<file path="config.mk">
export PLATFORM = sky130hd
export DESIGN_NAME = zcv_volume_updater
export DESIGN_NICKNAME = d
export VERILOG_FILES = /design/src/rtl/zcv_pkg.sv /design/src/rtl/zcv_shadow.sv /design/src/rtl/zcv_zero_detect.sv /design/src/rtl/zcv_timeout.sv /design/src/rtl/zcv_apply.sv /design/src/rtl/zcv_volume_updater.sv
export SDC_FILE = /design/constraint.sdc
export NUM_CORES = 1
export LEC_CHECK = 0
export ABC_CLOCK_PERIOD_IN_PS = 1300
export CAP_MARGIN = 25
export CORE_ASPECT_RATIO = 0.6
export CORE_MARGIN = 2
export CORE_UTILIZATION = 36
export CTS_BUF_LIST = sky130_fd_sc_hd__clkbuf_4 sky130_fd_sc_hd__clkbuf_8
export DETAILED_ROUTE_END_ITERATION = 6
export PLACE_DENSITY_LB_ADDON = 0.2
export SKIP_CTS_REPAIR_TIMING = 1
export SYNTH_ARGS = -nofsm -noshare
export SYNTH_HDL_FRONTEND = slang
export SYNTH_SLANG_ARGS = --single-unit
</file>
<file path="constraint.sdc">
create_clock -name clk -period 1.3 [get_ports clk]
set_input_delay 0.13 -clock clk [delete_from_list [all_inputs] [get_ports clk]]
set_output_delay 0.13 -clock clk [all_outputs]
set_load 0.05 [all_outputs]
</file>
<file path="src/rtl/zcv_pkg.sv">
// Shared constants and types for the zero-cross gated volume updater.
// Assumes a fixed 9-bit control word layout decoded by software.
package zcv_pkg;
    localparam int unsigned VOL_W    = 6;
    localparam int unsigned WORD_W   = VOL_W + 3;
    localparam int unsigned MUTE_BIT = VOL_W;
    localparam int unsigned ZCE_BIT  = VOL_W + 1;
    localparam int unsigned UPD_BIT  = VOL_W + 2;
    localparam int unsigned NCH      = 2;

    // Staged or active per-channel settings
    typedef struct packed {
        logic             zce;
        logic             mute;
        logic [VOL_W-1:0] vol;
    } chan_cfg_t;
endpackage

</file>
<file path="src/rtl/zcv_shadow.sv">
// Staging register for one channel's control word.
// Captures zero-cross enable, mute and volume on each write strobe.
// The update bit is deliberately not stored here.
module zcv_shadow
    import zcv_pkg::*;
#(
    parameter int unsigned VOL_RESET = 16
) (
    input  logic              clk,
    input  logic              rst_n,
    input  logic              wr_en,
    input  logic [WORD_W-1:0] wr_word,
    output chan_cfg_t         staged
);
    // Capture the staged word on a write
    always_ff @(posedge clk) begin
        if (!rst_n) begin
            staged.zce  <= 1'b0;
            staged.mute <= 1'b0;
            staged.vol  <= VOL_W'(VOL_RESET);
        end else if (wr_en) begin
            staged.zce  <= wr_word[ZCE_BIT];
            staged.mute <= wr_word[MUTE_BIT];
            staged.vol  <= wr_word[VOL_W-1:0];
        end
    end
endmodule

</file>
<file path="src/rtl/zcv_zero_detect.sv">
// Sign-change detector for one channel.
// Assumes sign samples qualified by a strobe; the first strobe after
// reset only primes the history and never reports a crossing.
module zcv_zero_detect (
    input  logic clk,
    input  logic rst_n,
    input  logic smp_stb,
    input  logic smp_sign,
    output logic zc_event
);
    logic prev_sign;
    logic primed;

    // A crossing is a strobed sign differing from the stored sign
    always_comb zc_event = smp_stb && primed && (smp_sign != prev_sign);

    // Keep the sign of the last strobed sample
    always_ff @(posedge clk) begin
        if (!rst_n) begin
            prev_sign <= 1'b0;
            primed    <= 1'b0;
        end else if (smp_stb) begin
            prev_sign <= smp_sign;
            primed    <= 1'b1;
        end
    end
endmodule

</file>
<file path="src/rtl/zcv_timeout.sv">
// Tick counter for the forced update.
// Restarted by every update request; fires on tick number TMO_TICKS
// after the restart. A tick coinciding with a restart is not counted.
module zcv_timeout #(
    parameter int unsigned TMO_TICKS = 2
) (
    input  logic clk,
    input  logic rst_n,
    input  logic restart,
    input  logic tick,
    output logic fire
);
    localparam int unsigned CNT_W = (TMO_TICKS > 1) ? $clog2(TMO_TICKS) : 1;
    localparam logic [CNT_W-1:0] LAST = CNT_W'(TMO_TICKS - 1);

    logic [CNT_W-1:0] cnt;

    // Fire on the final tick of the window
    always_comb fire = tick && !restart && (cnt == LAST);

    // Count ticks since the last request, saturating at the final one
    always_ff @(posedge clk) begin
        if (!rst_n) begin
            cnt <= '0;
        end else if (restart) begin
            cnt <= '0;
        end else if (tick && (cnt != LAST)) begin
            cnt <= cnt + 1'b1;
        end
    end
endmodule

</file>
<file path="src/rtl/zcv_apply.sv">
// Active setting and pending flag for one channel.
// Applies the staged word once a request is pending and either gating
// is off, a zero crossing is seen or the timeout fires. A new request
// in the same cycle takes precedence over applying.
module zcv_apply
    import zcv_pkg::*;
#(
    parameter int unsigned VOL_RESET = 16
) (
    input  logic             clk,
    input  logic             rst_n,
    input  logic             req,
    input  chan_cfg_t        staged,
    input  logic             zc_event,
    input  logic             tmo_fire,
    output logic [VOL_W-1:0] act_vol,
    output logic             act_mute,
    output logic             pending
);
    logic go;

    // Decide whether a pending channel applies in this cycle
    always_comb go = pending && !req && (!staged.zce || zc_event || tmo_fire);

    // Track the outstanding request
    always_ff @(posedge clk) begin
        if (!rst_n)    pending <= 1'b0;
        else if (req)  pending <= 1'b1;
        else if (go)   pending <= 1'b0;
    end

    // Move the staged volume and mute to the active outputs
    always_ff @(posedge clk) begin
        if (!rst_n) begin
            act_vol  <= VOL_W'(VOL_RESET);
            act_mute <= 1'b0;
        end else if (go) begin
            act_vol  <= staged.vol;
            act_mute <= staged.mute;
        end
    end
endmodule

</file>
<file path="src/rtl/zcv_volume_updater.sv">
// Double-buffered stereo volume updater with zero-cross gating.
// Assumes write strobes, sample strobes and tick are synchronous
// single-cycle pulses in the clk domain.
module zcv_volume_updater
    import zcv_pkg::*;
#(
    parameter int unsigned VOL_RESET = 16,
    parameter int unsigned TMO_TICKS = 2
) (
    input  logic              clk,
    input  logic              rst_n,
    input  logic              wr_left,
    input  logic              wr_right,
    input  logic [WORD_W-1:0] wr_data,
    input  logic              smp_stb,
    input  logic              sign_left,
    input  logic              sign_right,
    input  logic              tick,
    output logic [VOL_W-1:0]  vol_left,
    output logic              mute_left,
    output logic [VOL_W-1:0]  vol_right,
    output logic              mute_right
);
    logic [NCH-1:0]   wr_ch;
    logic [NCH-1:0]   sign_ch;
    logic [NCH-1:0]   zc_ev;
    logic [NCH-1:0]   pend_q;
    logic [NCH-1:0]   mute_ch;
    logic [VOL_W-1:0] vol_ch [NCH];
    chan_cfg_t        staged [NCH];
    logic             upd_req;
    logic             tmo_fire;

    // Gather per-channel inputs into indexed vectors
    always_comb begin
        wr_ch   = {wr_right, wr_left};
        sign_ch = {sign_right, sign_left};
    end

    // An update bit on either channel's write requests a joint commit
    always_comb upd_req = (wr_left || wr_right) && wr_data[UPD_BIT];

    zcv_timeout #(.TMO_TICKS(TMO_TICKS)) u_tmo (
        .clk     (clk),
        .rst_n   (rst_n),
        .restart (upd_req),
        .tick    (tick),
        .fire    (tmo_fire)
    );

    for (genvar ch = 0; ch < NCH; ch++) begin : g_ch
        zcv_shadow #(.VOL_RESET(VOL_RESET)) u_shadow (
            .clk     (clk),
            .rst_n   (rst_n),
            .wr_en   (wr_ch[ch]),
            .wr_word (wr_data),
            .staged  (staged[ch])
        );

        zcv_zero_detect u_zc (
            .clk      (clk),
            .rst_n    (rst_n),
            .smp_stb  (smp_stb),
            .smp_sign (sign_ch[ch]),
            .zc_event (zc_ev[ch])
        );

        zcv_apply #(.VOL_RESET(VOL_RESET)) u_apply (
            .clk      (clk),
            .rst_n    (rst_n),
            .req      (upd_req),
            .staged   (staged[ch]),
            .zc_event (zc_ev[ch]),
            .tmo_fire (tmo_fire),
            .act_vol  (vol_ch[ch]),
            .act_mute (mute_ch[ch]),
            .pending  (pend_q[ch])
        );
    end

    // Drive the named outputs from the channel arrays
    always_comb begin
        vol_left   = vol_ch[0];
        mute_left  = mute_ch[0];
        vol_right  = vol_ch[1];
        mute_right = mute_ch[1];
    end
endmodule

</file>
**After elaboration in Yosys (flattened, before gate mapping)**

Index checks and enable logic that the tools add are counted.

- Output and inout port bits: 14
- Memories kept: 0
- Latch bits: 0
- Register bits: 36
- Logic and storage cells: 47
- Input bits: 17
- Memory bits (writable): 0
- Memory bits (read-only): 0

- Reduce and logical (&&, ||, !) cells: 22
- Div/mod/pow operators: 0
- Add/sub/neg operators: 1
- Eq/ne operators: 2
- Muxes and demuxes: 4
- Magnitude comparators: 0
- Shift operators: 0
- Bitwise operators: 2
- Multipliers: 0

Operator list:

| kind | number |
|---|---|
| 1-bit logical AND | 11 |
| 1-bit logical OR | 5 |
| 1-bit 2-to-1 mux | 4 |
| 2-bit nonzero test | 2 |
| 1-bit logical NOT | 3 |
| 1-bit != test | 2 |
| 1-bit NOT | 2 |
| 2-bit OR reduction | 1 |
| 1-bit adder, second input constant | 1 |

**Depth between registers and ports, before layout**

- Depth in word-level cells: 9
- Gate-level depth with buffers: 5
- Depth with buffers taken out: 4

**Modules after synthesis**

From an unflattened synthesis, not the netlist that was laid out.

- Cells, all modules: 139
- Area, all modules: 1488.9 um^2

Modules (own cells, without submodules):

| module | cells each | instances | sequential area each (um^2) | area an instance (um^2) |
|---|---|---|---|---|
| zcv_apply | 35 | 2 | 160.2 | 340.3 |
| zcv_shadow | 25 | 2 | 160.2 | 299.0 |
| zcv_zero_detect | 7 | 2 | 40.0 | 78.8 |
| zcv_timeout | 4 | 1 | 20.0 | 45.0 |
| zcv_volume_updater | 1 | 1 | 0.0 | 7.5 |

**Worst setup path after synthesis**

OpenSTA, ideal clock, no wires.

- Kind: reg2reg
- Start point: register g_ch[0].u_zc.prev_sign
- End point: register g_ch[0].u_apply.act_mute
- Path buffers: 1
- Required time: 1228 ps
- Arrival time: 1056 ps
- Clock period less this slack: 1128 ps
- Path slack: 172 ps
- Library setup time: 72 ps
- Stages on the path, launching flop included: 6
- Cell sequence: dfxtp_1 xnor2_2 o211ai_2 and3_1 buf_6 mux2i_1

- Longest elaborated chain between the ends: 5

RTL lines:

| element | line | text |
|---|---|---|
| start, declared | zcv_zero_detect.sv:11 | `logic prev_sign;` |
| start signal, assigned | zcv_zero_detect.sv:23 | `prev_sign <= smp_sign;` |
| 1-bit != test | zcv_zero_detect.sv:15 | `always_comb zc_event = smp_stb && primed && (smp_sign != prev_sign);` |
| 1-bit logical AND | zcv_zero_detect.sv:15 |  |
| 1-bit logical OR (2 in series) | zcv_apply.sv:23 | `always_comb go = pending && !req && (!staged.zce \|\| zc_event \|\| tmo_fire);` |
| 1-bit logical AND | zcv_apply.sv:23 |  |
| end signal, assigned | zcv_apply.sv:39 | `act_mute <= staged.mute;` |
| end, declared | zcv_apply.sv:17 | `output logic act_mute,` |

No other way between the ends.
A chain may end at the register's enable or synchronous reset.

**Worst setup path in the final report**

Same ends and word-level chain as after synthesis.

==> flow_metrics.env <==
export IMPL_die_height_um=53.2
export IMPL_leak_nw=0.839
export IMPL_gr_total_overflow=0
export IMPL_timing_max_transition_violations_final=0
export IMPL_grt_total_usage=0.148
export IMPL_layout_worst_path_cycle_share=0.961
export IMPL_setup_slack_ns=0.0513
export IMPL_drt_iter0_markers=53
export IMPL_die_wd_um=85.9
export IMPL_cpLargestDelayFamily="flip-flops"
export IMPL_post_synth_net_total=155
export IMPL_design_portCount=31
export IMPL_worst_path_largest_cell_delay_ns=0.36
export IMPL_design_power_total_mw=2.26
export IMPL_cts_reportedPaths_clkPinSlew_ns=0.07
export IMPL_ff2ff_setup_slack_ns=0.05
export IMPL_synth_top_cell_by_area="sky130_fd_sc_hd__dfxtp_1"
export IMPL_clock_sinks=36
export IMPL_antenna_found_initial=0
export IMPL_mostFrequentLayoutCell="sky130_fd_sc_hd__dfxtp_1"
export IMPL_worst_endpoint_arrival_ns=1.45
export IMPL_critical_path_slowest_cell="sky130_fd_sc_hd__dfxtp_4"
export IMPL_dp_cells=213
export IMPL_crit_cells=4
export IMPL_status="complete, no violations"
export IMPL_layout_drive_gt1_share=0.220
export IMPL_setup_worst_path_start_class="register"
export IMPL_final_antenna_net_count=0
export IMPL_initial_utilization=0.385
export IMPL_netSwitchingPower_uw=549
export IMPL_most_common_layout_cells="34 x sky130_fd_sc_hd__dfxtp_1, 30 x sky130_fd_sc_hd__mux2i_1, 27 x sky130_fd_sc_hd__nand2_1"
export IMPL_worst_r2r_endpoint="g_ch[0].u_apply.act_mute"
export IMPL_route_final_wire_length_mm=2.96
export IMPL_insertion_delay_ns=0.28
export IMPL_post_synth_edffs=0
export IMPL_timing_critical_path_cells="xnor2_4 -> o211ai_2 -> and3_4 -> mux2i_1"
export IMPL_postSynthAreaPerCell_um2=10.5
export IMPL_p_sw_frac=0.242
export IMPL_worst_setup_skew_after_layout_ns=0.00931
export IMPL_htree_num_levels=2
export IMPL_yosys_register_bits=36
export IMPL_share_comb_of_total_power=0.145
export IMPL_average_via_count_per_standard_cell=4.76
export IMPL_tightest_slew_ns=0.231
export IMPL_globalplace_congestion=0.711
export IMPL_antennaDiodeCount=0
export IMPL_timing_max_slew_rel_slack=0.846
export IMPL_n_fill_cell=317
export IMPL_first_global_vias=1015
export IMPL_register_area_share_after_synthesis=0.497
export IMPL_seq_power_share=0.526
export IMPL_synthArstFlopShare=0
export IMPL_wire_length_of_the_first_global_routing_pass_mm=4.98
export IMPL_critPathCapture="g_ch[0].u_apply.act_mute"
export IMPL_worst_path_max_fanout=7
export IMPL_hp_start="sign_right"
export IMPL_power_frac_clock=0.329
export IMPL_power_report_internal_total_mw=1.72
export IMPL_stdcell_count=220
export IMPL_worst_setup_path_end_kind="register"
export IMPL_rr_worst_depth=4
export IMPL_fmaxAchievable_mhz=801
export IMPL_hold_viol=0
export IMPL_netlist_area_leader_share=0.497
export IMPL_maxCapViolations=0
export IMPL_synth_cell_area_um2=1450
export IMPL_core_area_um2=3760
export IMPL_net_count_reported_at_finish=190
export IMPL_floorplan_rows=17
export IMPL_design_die_area_um2=4570
export IMPL_routedWlPerCell_um=13.5
export IMPL_grt_max_degree=49
export IMPL_area_growth_pct=42.7
export IMPL_ys_flop_type="sky130_fd_sc_hd__dfxtp_1"
export IMPL_power_per_cell_area_nw_per_um2=1090
export IMPL_holdWs_ns=0.233
export IMPL_cts_root_buffer="sky130_fd_sc_hd__clkbuf_8"
export IMPL_synth_warnings=0
export IMPL_critPathRequiredTime_ns=1.50
export IMPL_portBuffers=30
export IMPL_cp_num_buf_inv=0
export IMPL_drc_errors=0
export IMPL_final_setup_viol_count=0
export IMPL_rsz0062_at_grt="yes"
export IMPL_numCtsBuffers=5
export IMPL_synth_cell_types=20
export IMPL_startpoint="g_ch[0].u_zc.prev_sign"
export IMPL_reg2reg_from="g_ch[0].u_zc.prev_sign"
export IMPL_clk_path_buf_depth=2
export IMPL_max_vdd_ir_drop_uv=428
export IMPL_dp_hpwl_mm=2.18
export IMPL_vias=1048
export IMPL_hold_path_class="input pin to register"
export IMPL_dp_worst_setup_slack_ns=-0.268
export IMPL_crit_type="register to register"
export IMPL_utilization=0.550
export IMPL_synth_cells=138
export IMPL_first_pass_iters=4
export IMPL_period_minus_slack_ns=1.25
export IMPL_cts_tree="done"
export IMPL_synth_top_cells_by_area="sky130_fd_sc_hd__dfxtp_1 50%, sky130_fd_sc_hd__mux2i_1 21%, sky130_fd_sc_hd__nand2_1 7.0%, sky130_fd_sc_hd__nor2b_1 6.9%, sky130_fd_sc_hd__xnor2_2 2.2%"
final cells by class:
| type | count | area, um2 | share of cell area |
|---|---|---|---|
| repair buffers | 37 | 510 | 0.247 |
| flip-flops and latches | 36 | 726 | 0.351 |
| clock buffers | 6 | 76.3 | 0.0369 |
| multi-input cells | 91 | 686 | 0.331 |
| well taps | 47 | 58.8 | 0.0284 |
| inverters | 2 | 7.51 | 0.00363 |
| clock inverters | 1 | 5.00 | 0.00242 |
sequential cells by signal (all words and copies together), names as in the netlist:
signal,flops
g_ch.u_shadow.staged,16
g_ch.u_apply.pending,2
g_ch.u_zc.primed,1
u_tmo.cnt,1
g_ch.u_apply.act_vol,12
g_ch.u_zc.prev_sign,2
g_ch.u_apply.act_mute,2
stage by stage:
stage          setup TNS, ns  cell area, um2
2_1_floorplan              0            1450
3_3_place_gp           -2.68            1980
3_5_place_dp           -3.38            1980
5_1_grt               -0.208            2070
4_1_cts              -0.0108            2060
6_report                   0            2070
worst register-to-register path: cells and delay by family, from the launching register on:
| family | cells | cell delay [ns] |
|---|---|---|
| compound gates | 1 | 0.19 |
| mux | 1 | 0.19 |
| flops | 1 | 0.36 |
| xor+xnor | 1 | 0.14 |
| simple gates | 1 | 0.29 |
per-layer routing:
metal,vias to the layer above,part of all wire,track usage
li1,533,-,-
met1,488,0.53,0.199
met2,25,0.41,0.217
met3,2,0.052,0.0515
met4,0,0.0047,0.0556
met5,-,0,0
cell usage after synthesis (2+ instances only):
cell type,n
sky130_fd_sc_hd__o2111ai_1,2
sky130_fd_sc_hd__and3_1,2
sky130_fd_sc_hd__buf_4,2
sky130_fd_sc_hd__dfxtp_1,36
sky130_fd_sc_hd__clkbuf_1,4
sky130_fd_sc_hd__nand4_1,2
sky130_fd_sc_hd__a21boi_0,2
sky130_fd_sc_hd__nand2_1,27
sky130_fd_sc_hd__nor2b_1,16
sky130_fd_sc_hd__xnor2_2,2
sky130_fd_sc_hd__mux2i_1,30
sky130_fd_sc_hd__o211ai_2,2
sky130_fd_sc_hd__inv_1,2
sky130_fd_sc_hd__o211ai_1,2
sky130_fd_sc_hd__buf_6,2
logic make-up (layout without fill, tap and decap cells):
logic type                after synthesis  after routing  share of synthesized area
AOI/OAI and AO/OA                      11             11                     0.0682
and+or+nand+nor                        48             48                      0.160
buffers and inverters                  11             46                     0.0449
muxes                                  30             30                      0.207
xor gates and xnor gates                2              2                     0.0224
DFF                                    36             36                      0.497
how the worst min path moves through the flow:
stage	cells after the start	endpoint
global placement	2	g_ch[0].u_apply.act_vol[5]
global route	3	g_ch[1].u_zc.prev_sign
detailed placement	2	g_ch[0].u_apply.act_vol[1]
finish	3	g_ch[1].u_zc.prev_sign
CTS	2	g_ch[0].u_apply.act_vol[5]
floorplan	1	g_ch[1].u_zc.primed
power by group through the flow:
stage          sequential (mW)  combinational (mW)  clock [mW]
4_1_cts                   1.19               0.326       0.768
5_1_grt                   1.20               0.351       0.804
2_1_floorplan             1.24               0.149           0
3_5_place_dp              1.21               0.325           0
3_3_place_gp              1.21               0.318           0
6_report                  1.19               0.327       0.746
Power figures use the tool's default switching activity.
